`config.mk`:
```
export PLATFORM = sky130hd
export DESIGN_NAME = ctl_regfile
export DESIGN_NICKNAME = d
export VERILOG_FILES = /design/src/rtl/ctl_regfile_pkg.sv /design/src/rtl/ctl_regfile_dec.sv /design/src/rtl/ctl_regfile_wr.sv /design/src/rtl/ctl_regfile_bank.sv /design/src/rtl/ctl_regfile_rd.sv /design/src/rtl/ctl_regfile.sv
export SDC_FILE = /design/constraint.sdc
export NUM_CORES = 1
export LEC_CHECK = 0
export ABC_AREA = 1
export BUFFER_PORTS_ARGS = -buffer_cell sky130_fd_sc_hd__buf_2
export CELL_PAD_IN_SITES_DETAIL_PLACEMENT = 1
export CELL_PAD_IN_SITES_GLOBAL_PLACEMENT = 1
export CORE_ASPECT_RATIO = 0.6
export CORE_MARGIN = 2
export CORE_UTILIZATION = 33
export CTS_CLUSTER_SIZE = 25
export DETAILED_ROUTE_END_ITERATION = 8
export PLACE_DENSITY_LB_ADDON = 0.12
export REMOVE_ABC_BUFFERS = 1
export SYNTH_ARGS = -nofsm -noshare
export SYNTH_HDL_FRONTEND = slang
export SYNTH_SLANG_ARGS = --single-unit
export TNS_END_PERCENT = 20
```
`constraint.sdc`:
```
create_clock -name clk -period 1.8 [get_ports clk]
set_input_delay 0.27 -clock clk [delete_from_list [all_inputs] [get_ports clk]]
set_output_delay 0.27 -clock clk [all_outputs]
set_load 0.005 [all_outputs]
```
`src/rtl/ctl_regfile_pkg.sv`:
```
package ctl_regfile_pkg;

  // Byte offsets of the mapped registers
  localparam int unsigned OFS_WORD  = 32'h0000;
  localparam int unsigned OFS_CFG   = 32'h0004;
  localparam int unsigned OFS_STATE = 32'h0008;
  localparam int unsigned OFS_KICK  = 32'h0100;

  // Field widths fixed by the map
  localparam int unsigned CFG_W   = 16;
  localparam int unsigned STATE_W = 8;

  typedef enum logic [2:0] {
    SEL_NONE  = 3'd0,
    SEL_WORD  = 3'd1,
    SEL_CFG   = 3'd2,
    SEL_STATE = 3'd3,
    SEL_KICK  = 3'd4
  } reg_sel_e;

endpackage

```
`src/rtl/ctl_regfile_dec.sv`:
```
module ctl_regfile_dec
  import ctl_regfile_pkg::*;
#(
  parameter int ADDR_W = 16
) (
  input  logic [ADDR_W-1:0] addr,
  output reg_sel_e          sel
);

  always_comb begin
    if (addr == ADDR_W'(OFS_WORD))       sel = SEL_WORD;
    else if (addr == ADDR_W'(OFS_CFG))   sel = SEL_CFG;
    else if (addr == ADDR_W'(OFS_STATE)) sel = SEL_STATE;
    else if (addr == ADDR_W'(OFS_KICK))  sel = SEL_KICK;
    else                                 sel = SEL_NONE;
  end

endmodule

```
`src/rtl/ctl_regfile_wr.sv`:
```
module ctl_regfile_wr
  import ctl_regfile_pkg::*;
#(
  parameter int ADDR_W = 16,
  parameter int DATA_W = 32,
  localparam int STRB_W = DATA_W / 8
) (
  input  logic              clk,
  input  logic              rst_n,
  input  logic              wr_en,
  input  logic [ADDR_W-1:0] wr_addr,
  input  logic [STRB_W-1:0] wr_strb,
  output logic              wr_ready,
  output logic              commit,
  output reg_sel_e          sel,
  output logic [DATA_W-1:0] bit_mask
);

  logic ready_q, ready_d;

  ctl_regfile_dec #(.ADDR_W(ADDR_W)) u_dec (
    .addr (wr_addr),
    .sel  (sel)
  );

  // Expand each strobe bit over its byte lane
  for (genvar b = 0; b < STRB_W; b++) begin : g_lane
    assign bit_mask[8*b +: 8] = {8{wr_strb[b]}};
  end

  // One-cycle ready after the request is first seen
  always_comb begin
    ready_d = wr_en & ~ready_q;
  end

  always_ff @(posedge clk or negedge rst_n) begin
    if (!rst_n) ready_q <= 1'b0;
    else        ready_q <= ready_d;
  end

  assign wr_ready = ready_q;
  assign commit   = wr_en & ready_q;

endmodule

```
`src/rtl/ctl_regfile_bank.sv`:
```
module ctl_regfile_bank
  import ctl_regfile_pkg::*;
#(
  parameter int DATA_W = 32,
  parameter logic [CFG_W-1:0] CFG_RST = 16'h0100
) (
  input  logic              clk,
  input  logic              rst_n,
  input  logic              commit,
  input  reg_sel_e          sel,
  input  logic [DATA_W-1:0] bit_mask,
  input  logic [DATA_W-1:0] wr_data,
  input  logic [DATA_W-1:0] word_hw_in,
  input  logic              word_hw_ld,
  output logic [DATA_W-1:0] word_q,
  output logic [CFG_W-1:0]  cfg_q,
  output logic              kick_q
);

  logic [DATA_W-1:0] word_d;
  logic [CFG_W-1:0]  cfg_d;
  logic              kick_d;
  logic              word_en, cfg_en;
  logic              hit_word, hit_cfg, hit_kick;

  assign hit_word = commit && (sel == SEL_WORD);
  assign hit_cfg  = commit && (sel == SEL_CFG);
  assign hit_kick = commit && (sel == SEL_KICK);

  // WORD: software write wins over the hardware load
  always_comb begin
    word_en = hit_word | word_hw_ld;
    if (hit_word) word_d = (word_q & ~bit_mask) | (wr_data & bit_mask);
    else          word_d = word_hw_in;
  end

  // CONFIG: low lanes of the bus only
  always_comb begin
    cfg_en = hit_cfg;
    cfg_d  = (cfg_q & ~bit_mask[CFG_W-1:0]) | (wr_data[CFG_W-1:0] & bit_mask[CFG_W-1:0]);
  end

  // KICK: set by a written 1, gone on the next clock
  always_comb begin
    kick_d = hit_kick & bit_mask[0] & wr_data[0];
  end

  always_ff @(posedge clk or negedge rst_n) begin
    if (!rst_n)       word_q <= '0;
    else if (word_en) word_q <= word_d;
  end

  always_ff @(posedge clk or negedge rst_n) begin
    if (!rst_n)      cfg_q <= CFG_RST;
    else if (cfg_en) cfg_q <= cfg_d;
  end

  always_ff @(posedge clk or negedge rst_n) begin
    if (!rst_n) kick_q <= 1'b0;
    else        kick_q <= kick_d;
  end

endmodule

```
`src/rtl/ctl_regfile_rd.sv`:
```
module ctl_regfile_rd
  import ctl_regfile_pkg::*;
#(
  parameter int ADDR_W = 16,
  parameter int DATA_W = 32,
  parameter logic [DATA_W-1:0] RD_FILLER = '0
) (
  input  logic               clk,
  input  logic               rst_n,
  input  logic               rd_en,
  input  logic [ADDR_W-1:0]  rd_addr,
  input  logic [DATA_W-1:0]  word_q,
  input  logic [CFG_W-1:0]   cfg_q,
  input  logic [STATE_W-1:0] state_hw_in,
  output logic [DATA_W-1:0]  rd_data,
  output logic               rd_valid
);

  reg_sel_e          sel;
  logic [DATA_W-1:0] data_d, data_q;
  logic              valid_d, valid_q, load_en;

  ctl_regfile_dec #(.ADDR_W(ADDR_W)) u_dec (
    .addr (rd_addr),
    .sel  (sel)
  );

  always_comb begin
    unique case (sel)
      SEL_WORD:  data_d = word_q;
      SEL_CFG:   data_d = DATA_W'(cfg_q);
      SEL_STATE: data_d = DATA_W'(state_hw_in);
      SEL_KICK:  data_d = '0;
      default:   data_d = RD_FILLER;
    endcase
  end

  always_comb begin
    valid_d = rd_en & ~valid_q;
    load_en = valid_d;
  end

  always_ff @(posedge clk or negedge rst_n) begin
    if (!rst_n) valid_q <= 1'b0;
    else        valid_q <= valid_d;
  end

  always_ff @(posedge clk or negedge rst_n) begin
    if (!rst_n)       data_q <= '0;
    else if (load_en) data_q <= data_d;
  end

  assign rd_data  = data_q;
  assign rd_valid = valid_q;

endmodule

```
`src/rtl/ctl_regfile.sv`:
```
module ctl_regfile
  import ctl_regfile_pkg::*;
#(
  parameter int ADDR_W = 16,
  parameter int DATA_W = 32,
  parameter logic [15:0] CFG_RST = 16'h0100,
  parameter logic [DATA_W-1:0] RD_FILLER = '0,
  localparam int STRB_W = DATA_W / 8
) (
  input  logic              clk,
  input  logic              rst_n,
  input  logic [ADDR_W-1:0] wr_addr,
  input  logic [DATA_W-1:0] wr_data,
  input  logic              wr_en,
  input  logic [STRB_W-1:0] wr_strb,
  output logic              wr_ready,
  input  logic [ADDR_W-1:0] rd_addr,
  input  logic              rd_en,
  output logic [DATA_W-1:0] rd_data,
  output logic              rd_valid,
  input  logic [DATA_W-1:0] word_hw_in,
  input  logic              word_hw_ld,
  output logic [DATA_W-1:0] word_q,
  output logic [15:0]       cfg_q,
  input  logic [7:0]        state_hw_in,
  output logic              kick_pulse
);

  logic              commit;
  reg_sel_e          wsel;
  logic [DATA_W-1:0] bit_mask;

  ctl_regfile_wr #(.ADDR_W(ADDR_W), .DATA_W(DATA_W)) u_wr (
    .clk      (clk),
    .rst_n    (rst_n),
    .wr_en    (wr_en),
    .wr_addr  (wr_addr),
    .wr_strb  (wr_strb),
    .wr_ready (wr_ready),
    .commit   (commit),
    .sel      (wsel),
    .bit_mask (bit_mask)
  );

  ctl_regfile_bank #(.DATA_W(DATA_W), .CFG_RST(CFG_RST)) u_bank (
    .clk        (clk),
    .rst_n      (rst_n),
    .commit     (commit),
    .sel        (wsel),
    .bit_mask   (bit_mask),
    .wr_data    (wr_data),
    .word_hw_in (word_hw_in),
    .word_hw_ld (word_hw_ld),
    .word_q     (word_q),
    .cfg_q      (cfg_q),
    .kick_q     (kick_pulse)
  );

  ctl_regfile_rd #(.ADDR_W(ADDR_W), .DATA_W(DATA_W), .RD_FILLER(RD_FILLER)) u_rd (
    .clk         (clk),
    .rst_n       (rst_n),
    .rd_en       (rd_en),
    .rd_addr     (rd_addr),
    .word_q      (word_q),
    .cfg_q       (cfg_q),
    .state_hw_in (state_hw_in),
    .rd_data     (rd_data),
    .rd_valid    (rd_valid)
  );

endmodule

```
After elaboration in Yosys (flattened, before gate mapping)
Index checks and enable logic that the tools add are counted.
- register bits: 83
- bits in latches: 0
- memory bits (writable): 0
- bits in read-only memories: 0
- input bits: 113
- output and inout port bits: 83
- memories: 0
- add/subtract/negate cells: 0
- multiply operators: 0
- divide/modulo/power cells: 0
- $lt $le $gt $ge: 0
- eq/ne operators: 12
- shift-type cells: 0
- muxes and demuxes: 10
- bitwise logic cells: 16
- reduce and logical (&&, ||, !) cells: 5
- operators by type and width (kind ; number):
    case mux 32 bit (3 select lines) ; 1
    bitwise AND 32 bit ; 2
    bitwise AND 16 bit ; 2
    == test 16 x 3 -> 1 bit, second input constant ; 2
    == test 16 x 4 -> 1 bit, second input constant ; 2
    == test 16 x 9 -> 1 bit, second input constant ; 2
    logical NOT 16 bit ; 2
    2-to-1 mux 32 bit ; 1
    inverter 32 bit ; 1
    OR 32 bit ; 1
    2-to-1 mux 3 bit ; 8
    inverter 16 bit ; 1
    OR 16 bit ; 1
    == test 3 x 2 -> 1 bit, second input constant ; 3
    == test 3 x 1 -> 1 bit, second input constant ; 2
    bitwise AND 1 bit ; 5
    == test 3 bit, second input constant ; 1
    logical AND 1 bit ; 3
    inverter 1 bit ; 2
    OR 1 bit ; 1

Logic depth before layout (Yosys ltp)
Gate-level depths: netlist of run 1.
- word-level depth: 9
- depth in mapped cells: 10
- mapped depth without buffers: 9

Cells and area by module
A second synthesis of run 1 with hierarchy kept.
- cells, all modules: 778
- area, all modules: 5250.0 µm²
- modules (own cells, without submodules) (module ; instances ; cells an instance ; area an instance (µm²) ; seq. area each (µm²)):
    ctl_regfile_bank ; 1 ; 482 ; 3124.2 ; 1227.4
    ctl_regfile_rd ; 1 ; 207 ; 1627.8 ; 825.8
    ctl_regfile_wr ; 1 ; 37 ; 282.8 ; 25.0
    ctl_regfile_dec ; 2 ; 26 ; 107.6 ; 0.0

Least setup slack after synthesis of run 1
No wires, ideal clock.
- path kind: reg2reg
- start: register u_wr.ready_q (netlist: u_wr.wr_ready)
- end: register with a tool-made name
- setup time: 0.121 ns
- arrival time: 1.217 ns
- required time: 1.679 ns
- path slack: 0.462 ns
- cell stages (with the launch flop): 9
- path buffers: 1
- period minus slack after synthesis: 1.338 ns
- cell sequence: dfrtp_1 -> nand2_1 -> inv_2 -> nand3_1 -> nor3_2 -> nand3_2 -> buf_2 -> nand2_1 -> o21ai_1
- RTL lines (element ; line ; RTL):
    from (decl) ; ctl_regfile_wr.sv:19 ; logic ready_q, ready_d;
    from (signal assigned) ; ctl_regfile_wr.sv:38 ; else ready_q <= ready_d;

==> reports/metrics.yaml, run 1 <==
status: "finished, final reports clean"
die_h_um: 92.5
place_area_sq_um: 5510
power_density_nw_per_um2: 755
cts_tree: "done"
dp_hpwl_um: 11600
worstHoldStart: "wr_en"
portBuffers: 195
core-area_sq_um: 12800
cts_setup_buffers: 0
crit_path_max_fanout: 16
grt_pass1_vias: 4494
fin_area_sq_um: 5810
ys_ff_latch: 83
fmax_mhz: 669
wl_met1_um: 7160
power_frac_clock_pct: 42.2
synth.avg_cell_area_sq_um: 7.50
root_buffer: "clkbuf_16"
diodes: 0
cts_sinks: 83
rsz0062_at_grt: "false"
wl_per_cell_um: 15.4
slew_viol_final: 0
insertion_delay_ns: 0.34
viasPerCell: 4.68
crit_arrival_ns: 1.72
power.switching_w: 0.00114
vias: 4424
crit_type: "flip-flop to flip-flop"
route.met2.wl_um: 6390
track_usage_pct: 21.5
die-area_sq_um: 14000
nets: 884
grt_overflow: 0
grt_first_pass_wirelength_um: 23300
dr.first_iter.drc_count: 123
areaGrowthSynthToFinish_pct: 34.8
setup_viol: 0
max-slew-margin-rel_pct: 69.2
placed_cells: 929
clock_skew_ns: 0.00888
clockBufferDepth: 2
initial_utilization_pct: 33.6
syn_area_sq_um: 4310
fp-row-count: 32
pwr-share-seq_pct: 45.6
comb_power_share_pct: 12.2
cp-start-kind: "flip-flop"
totalWireLength_um: 14600
synth.distinct_cells: 23
crit_required_ns: 2.02
dr.pass1.iters: 4
post_cts_resized: 0
crit_path_end_kind: "flip-flop"
io_pins: 196
clk_pin_slew_worst_paths_ns: 0.07
postSynthCellCount: 575
grt_max_degree: 41
finalNonFillerCells: 946
dr_wl_met3_um: 884
reg2reg_from: "u_wr.wr_ready$_DFF_PN0_"
synth_seq_area_share_pct: 48.2
hold_viol: 0
cts_hold_buf: 1
top_layer: "met5"
drive_gt1_share_pct: 35.8
min_period_ns: 1.50
ys_warn_count: 0
cts_inserted_buffers: 9
crit_start: "u_wr.wr_ready$_DFF_PN0_"
drc_errors: 0
p_int_w: 0.00324
antenna_left: 0
htree_levels: 3
vdd_drop_max_mv: 0.387
swShare_pct: 26.0
gp_congestion: 0.816
max-cap-violations: 0
die_w_um: 152
fin_crit_sh_pct: 83.1
p_leak_nw: 3.32
hold_class: "primary input to flip-flop"
fill_cells: 1678
antenna_found_initial: 1
tightest_slew_ns: 0.463
stage by stage:
step	worst slack (ns)	TNS (ns)	total power, W	hold WS [ns]	utilization (%)
CTS	0.287	0	0.00445	0.138	45.4
finish	0.305	0	0.00439	0.149	45.4
detailed placement	0.00208	0	0.00258	0.255	43.0
floorplan	-0.700	-41.26	0.00222	-0.0256	-
global route	0.137	0	0.00460	0.147	45.4
global placement	0.151	0	0.00256	0.250	43.0
per-layer routing:
| metal | vias to the layer above | global-route usage, % |
|---|---|---|
| met4 | 2 | 3.47 |
| met1 | 2081 | 30.8 |
| met3 | 11 | 5.42 |
| met2 | 127 | 33.6 |
| met5 | - | 0 |
| li1 | 2203 | - |
final timing paths:
kind / to / slack, ns / cells after the start
setup reg to reg: flip-flop / 0.30 / 7
hold / removal: u_wr.wr_ready$_DFF_PN0_ / 0.15 / 3
max in group asynchronous: asynchronous set/reset pin / 0.84 / 3
min in group asynchronous: asynchronous set/reset pin / 0.42 / 2
setup / recovery: flip-flop / 0.30 / 7
hold reg to reg: u_wr.wr_ready$_DFF_PN0_ / 0.45 / 1
cells in the mapped netlist, drive strengths merged:
| library cell | instances | area share (%) |
|---|---|---|
| dfstp | 1 | 0.61 |
| nand3 | 35 | 4.4 |
| dfrtp | 82 | 48 |
| clkbuf | 10 | 0.87 |
| o21ai | 64 | 10 |
| nor2 | 25 | 2.6 |
| nor3b | 1 | 0.29 |
| nor3 | 3 | 0.46 |
| and2 | 1 | 0.15 |
| inv | 34 | 3.0 |
| nand2 | 300 | 27 |
| buf | 14 | 2.7 |
| nand4 | 5 | 0.73 |
worst max-delay path, cell delays in order (launching register included):
cell     delay (ns)
dfrtp_1        0.37
nand2_1        0.09
inv_2          0.13
nand3_1        0.10
nor3_2         0.19
nand3_2        0.29
nand2_1        0.15
o21ai_1        0.07
kinds of logic after synthesis:
family	count (synthesis)	share of synthesized area [%]
buf+inv	58	6.53
flops	83	48.2
compound gates	64	10.0
simple gates	370	35.2
layout make-up:
class,instances,area (sq um),share of cell area (%)
inverter,34,128,2.20
clock inverter,5,62.6,1.08
timing repair buffer,209,1140,19.6
multi-input combinational,434,1960,33.7
clock buffer,11,233,4.01
sequential,83,2080,35.8
tap,170,213,3.66
placed cells by master (no fill, tap or decap), types with 2 or more instances in the layout:
master,count
nand4_1,5
buf_12,4
o21ai_0,16
nand3_1,32
clkbuf_16,9
inv_2,6
clkbuf_1,2
dfrtp_1,82
nand2_2,7
o21ai_1,18
nor2_1,18
nand3_2,2
o21ai_2,30
nor2_2,6
clkinvlp_4,2
nor3_1,2
inv_1,28
buf_2,194
buf_4,10
nand2_1,293
power groups by stage:
stage,Combinational [W],Sequential [W],Clock [W]
global placement,0.000525,0.00203,0
CTS,0.000550,0.00200,0.00190
global route,0.000613,0.00201,0.00198
floorplan,0.000202,0.00202,0
finish,0.000536,0.00200,0.00185
detailed placement,0.000546,0.00203,0
(Power assumes the default switching activity.)
==> run 2, diff against run 1 <==
--- a/config.mk
+++ b/config.mk
@@ -5,13 +5,13 @@
 export SDC_FILE = /design/constraint.sdc
 export NUM_CORES = 1
 export LEC_CHECK = 0
-export ABC_AREA = 1
+export ABC_AREA = 0
 export BUFFER_PORTS_ARGS = -buffer_cell sky130_fd_sc_hd__buf_2
 export CELL_PAD_IN_SITES_DETAIL_PLACEMENT = 1
 export CELL_PAD_IN_SITES_GLOBAL_PLACEMENT = 1
 export CORE_ASPECT_RATIO = 0.6
 export CORE_MARGIN = 2
-export CORE_UTILIZATION = 33
+export CORE_UTILIZATION = 31
 export CTS_CLUSTER_SIZE = 25
 export DETAILED_ROUTE_END_ITERATION = 8
 export PLACE_DENSITY_LB_ADDON = 0.12
==> constraint.sdc (replaced) <==
create_clock -name clk -period 1.3 [get_ports clk]
set_input_delay 0.195 -clock clk [delete_from_list [all_inputs] [get_ports clk]]
set_output_delay 0.195 -clock clk [all_outputs]
set_load 0.005 [all_outputs]
==> run 2 against run 1 <==
Effect of this change: synthesized cell count decreased by 25%; register-to-register slack worse by 0.59 ns; first-iteration DRC count grew 100%; final cell count is 12% lower; clock skew shrank 0.0035 ns; highest routed layer unchanged; largest power group is now the clock network; largest cell class is now multi-input combinational cells; die area grew 7.5%; maximum frequency decreased by 5.6%; non-clock buffer count grew 26; core utilization increased by 1.4 points; routed wire length is 14% higher; hold slack lost 0.041 ns; clock-buffer cell count stayed put; the flow now finishes with violations (setup timing).
==> reports/metrics.yaml, run 2 <==
status: "finished with violations"
violations: "setup timing"
fin_area_sq_um: 6410  # +10%
finalNonFillerCells: 829  # -12%
fp-row-count: 33  # +3.1%
min_period_ns: 1.58  # +0.0879 ns
root_buffer: "clkbuf_16"
antenna_found_initial: 1  # unchanged
max-cap-violations: 0  # unchanged
clockBufferDepth: 2  # unchanged
cts_sinks: 83  # unchanged
core-area_sq_um: 13700  # +7.0%
postSynthCellCount: 430  # -25%
areaGrowthSynthToFinish_pct: 46.7
cts_inserted_buffers: 9  # unchanged
gp_congestion: 0.752  # -7.8%
placed_cells: 803  # -14%
synth_fa_ha_area_share_pct: 0  # unchanged
synth_top_area_share_pct: 47.0  # -0.60 points
cp-start-kind: "flip-flop"
rrSetupSlack_ns: -0.28  # -0.59 ns
cp.buffers_inverters: 1  # unchanged
synthTopCellsByArea: "dfrtp_1, a22o_1, nand4b_1"
die_w_um: 157  # +3.7%
crit_path_end_kind: "flip-flop"
grt_overflow: 0  # unchanged
antenna_left: 0  # unchanged
die_h_um: 95.9  # +3.7%
synth_ff_type: "dfrtp_1"
die-area_sq_um: 15100  # +7.5%
grt_pass1_vias: 4301  # -4.3%
ys_ff_latch: 83  # unchanged
synth.distinct_cells: 28  # +22%
dr.first_iter.drc_count: 252  # +100%
setup_slack_ns: -0.283  # -0.588 ns
synth.avg_cell_area_sq_um: 10.2  # +35%
track_usage_pct: 20.4  # -1.1 points
drive_gt1_share_pct: 44.1  # +8.3 points
io_pins: 196  # unchanged
cp_cell_sequence: "nor4bb_4, and3_4, nand4_4, buf_8, mux2_2"
slew_viol_final: 0  # unchanged
crit_type: "flip-flop to flip-flop"
reg2reg_from: "u_wr.wr_ready$_DFF_PN0_"
drc_errors: 0  # unchanged
synth_edf_count: 0  # unchanged
reg2reg_depth: 5  # -2
final_common_cell: "buf_2"
initial_utilization_pct: 31.8  # -1.8 points
synth_top_family_by_area: "simple AND/OR/NAND/NOR gates"
hold_viol: 0  # unchanged
power_density_nw_per_um2: 1040  # +38%
insertion_delay_ns: 0.33  # about the same
dp_hpwl_um: 11200  # -3.1%
clock_skew_ns: 0.00542  # -0.00346 ns
fmax_mhz: 632  # -5.6%
cp_top_family: "simple AND/OR/NAND/NOR gates"
fin_crit_sh_pct: 122  # +39 points
slowest_stage: "dfrtp_1"
htree_levels: 3  # unchanged
ys_top_cells_by_count: "dfrtp_1, a22o_1, nand2_1"
rsz0062_at_grt: "true"
hold_class: "primary input to flip-flop"
yosys.area.top_type: "dfrtp_1"
wl_per_cell_um: 20.0  # +30%
grt_max_degree: 61  # +49%
cts_tree: "done"
ys_warn_count: 0  # unchanged
syn_area_sq_um: 4370  # +1.3%
synthMuxAreaShare_pct: 7.80  # +7.8 points
dr.pass1.iters: 4  # unchanged
crit_arrival_ns: 1.80  # +0.08 ns
synth_compound_area_share_pct: 13.2  # +3.1 points
whs_path_depth: 2  # -1
crit_required_ns: 1.52  # -0.50 ns
utilization_pct: 46.7  # +1.4 points
clk_pin_slew_worst_paths_ns: 0.07  # about the same
yosysMostFrequentCell: "dfrtp_1"
max-slew-margin-rel_pct: 55.7  # -13 points
totalWireLength_um: 16600  # +14%
async_flop_share_pct: 100  # unchanged
place_ws_ns: -0.543  # -0.545 ns
synthSimpleGateAreaFrac_pct: 27.1  # -8.1 points
vias: 4405  # -0.43%
tightest_slew_ns: 0.663  # +0.200 ns
finalSetupTns_ns: -16.20  # -16.20 ns
mostFrequentLayoutCells: "buf_2, dfrtp_1, a22o_1"
portBuffers: 195  # unchanged
synth_seq_area_share_pct: 47.6  # -0.61 points
setup_viol: 81  # +81
nets: 746  # -16%
vdd_drop_max_mv: 0.552  # +43%
crit_path_max_fanout: 8  # -8
diodes: 0  # unchanged
worstHoldStart: "wr_data[6]"
synthXorXnorAreaFrac_pct: 0  # unchanged
grt_first_pass_wirelength_um: 23500  # +1.1%
place_area_sq_um: 5780  # +5.1%
viasPerCell: 5.31  # +14%
p_leak_nw: 3.27  # -1.6%
cp_slowest_stage_delay_ns: 0.37  # about the same
-- run 2: cell count changes in the layout (fill, tap and decap cells not counted), sizes merged, moves of 23 or more --
cell    before  now
inv         35    2
nand2b       0   33
nand2      300   48
buf        208  231
nor2        25    1
nand4        5   35
nand4b       0   33
o21ai       64   16
a22o         0   56
-- run 2: report_power, final --
group	leakage [nW]	switching, W	internal [W]
clock	0.168	0.00106	0.00197
combinational	2.01	0.000419	0.000424
sequential	1.10	0.000116	0.00268
-- run 2: layer usage --
metal / share of wire [%] / GRT usage, %
met1: 47 / 28.2
met4: 0.69 / 3.71
met2: 46 / 33.0
met5: 0.042 / 0
met3: 5.8 / 4.86
-- run 2: timing repair --
action,4_1_cts,5_1_grt
hold endpoints to repair,19,0
gates resized for setup,15,12
hold buffers,1,0
endpoints found under the setup margin,81,81
pin swaps,17,39
setup buffers,1,3
gates cloned,0,6
-- run 2: worst max path at each step --
stage | to | depth (start not counted) | start
after floorplan | flip-flop | 4 | u_wr.wr_ready$_DFF_PN0_
after global placement | flip-flop | 8 | wr_addr[7]
after detailed placement | flip-flop | 8 | wr_addr[7]
after CTS | u_rd.rd_data[3]$_DFFE_PN0P_ | 6 | u_rd.rd_valid$_DFF_PN0_
after global routing | flip-flop | 5 | u_wr.wr_ready$_DFF_PN0_
final | flip-flop | 5 | u_wr.wr_ready$_DFF_PN0_
-- run 2: worst reg2reg max path: stages (launching register included) --
cell	delay (ns)
dfrtp_1	0.37
nor4bb_4	0.20
and3_4	0.34
nand4_4	0.11
buf_8	0.16
mux2_2	0.28
-- run 2: final cells by class --
class / instances / area, sq um
clock buffer: 11 / 253
clock inverter: 4 / 97.6
fill: 1563 / 7300
inverter: 2 / 7.51
multi-input combinational: 302 / 2180
sequential: 83 / 2080
tap: 192 / 240
timing repair buffer: 235 / 1550
-- run 2: kinds of logic after synthesis --
logic type | Yosys count
AO/OA/AOI/OAI | 73
buffers and inverters | 45
flip-flops | 83
multiplexers | 32
AND/OR/NAND/NOR | 197
-- run 2: per-stage QoR --
| stage | hold WS [ns] | total power (W) |
|---|---|---|
| after floorplan | -0.101 | 0.00308 |
| after global placement | 0.130 | 0.00363 |
| after detailed placement | 0.139 | 0.00367 |
| after CTS | 0.0973 | 0.00672 |
| after global routing | 0.115 | 0.00694 |
| final | 0.108 | 0.00666 |
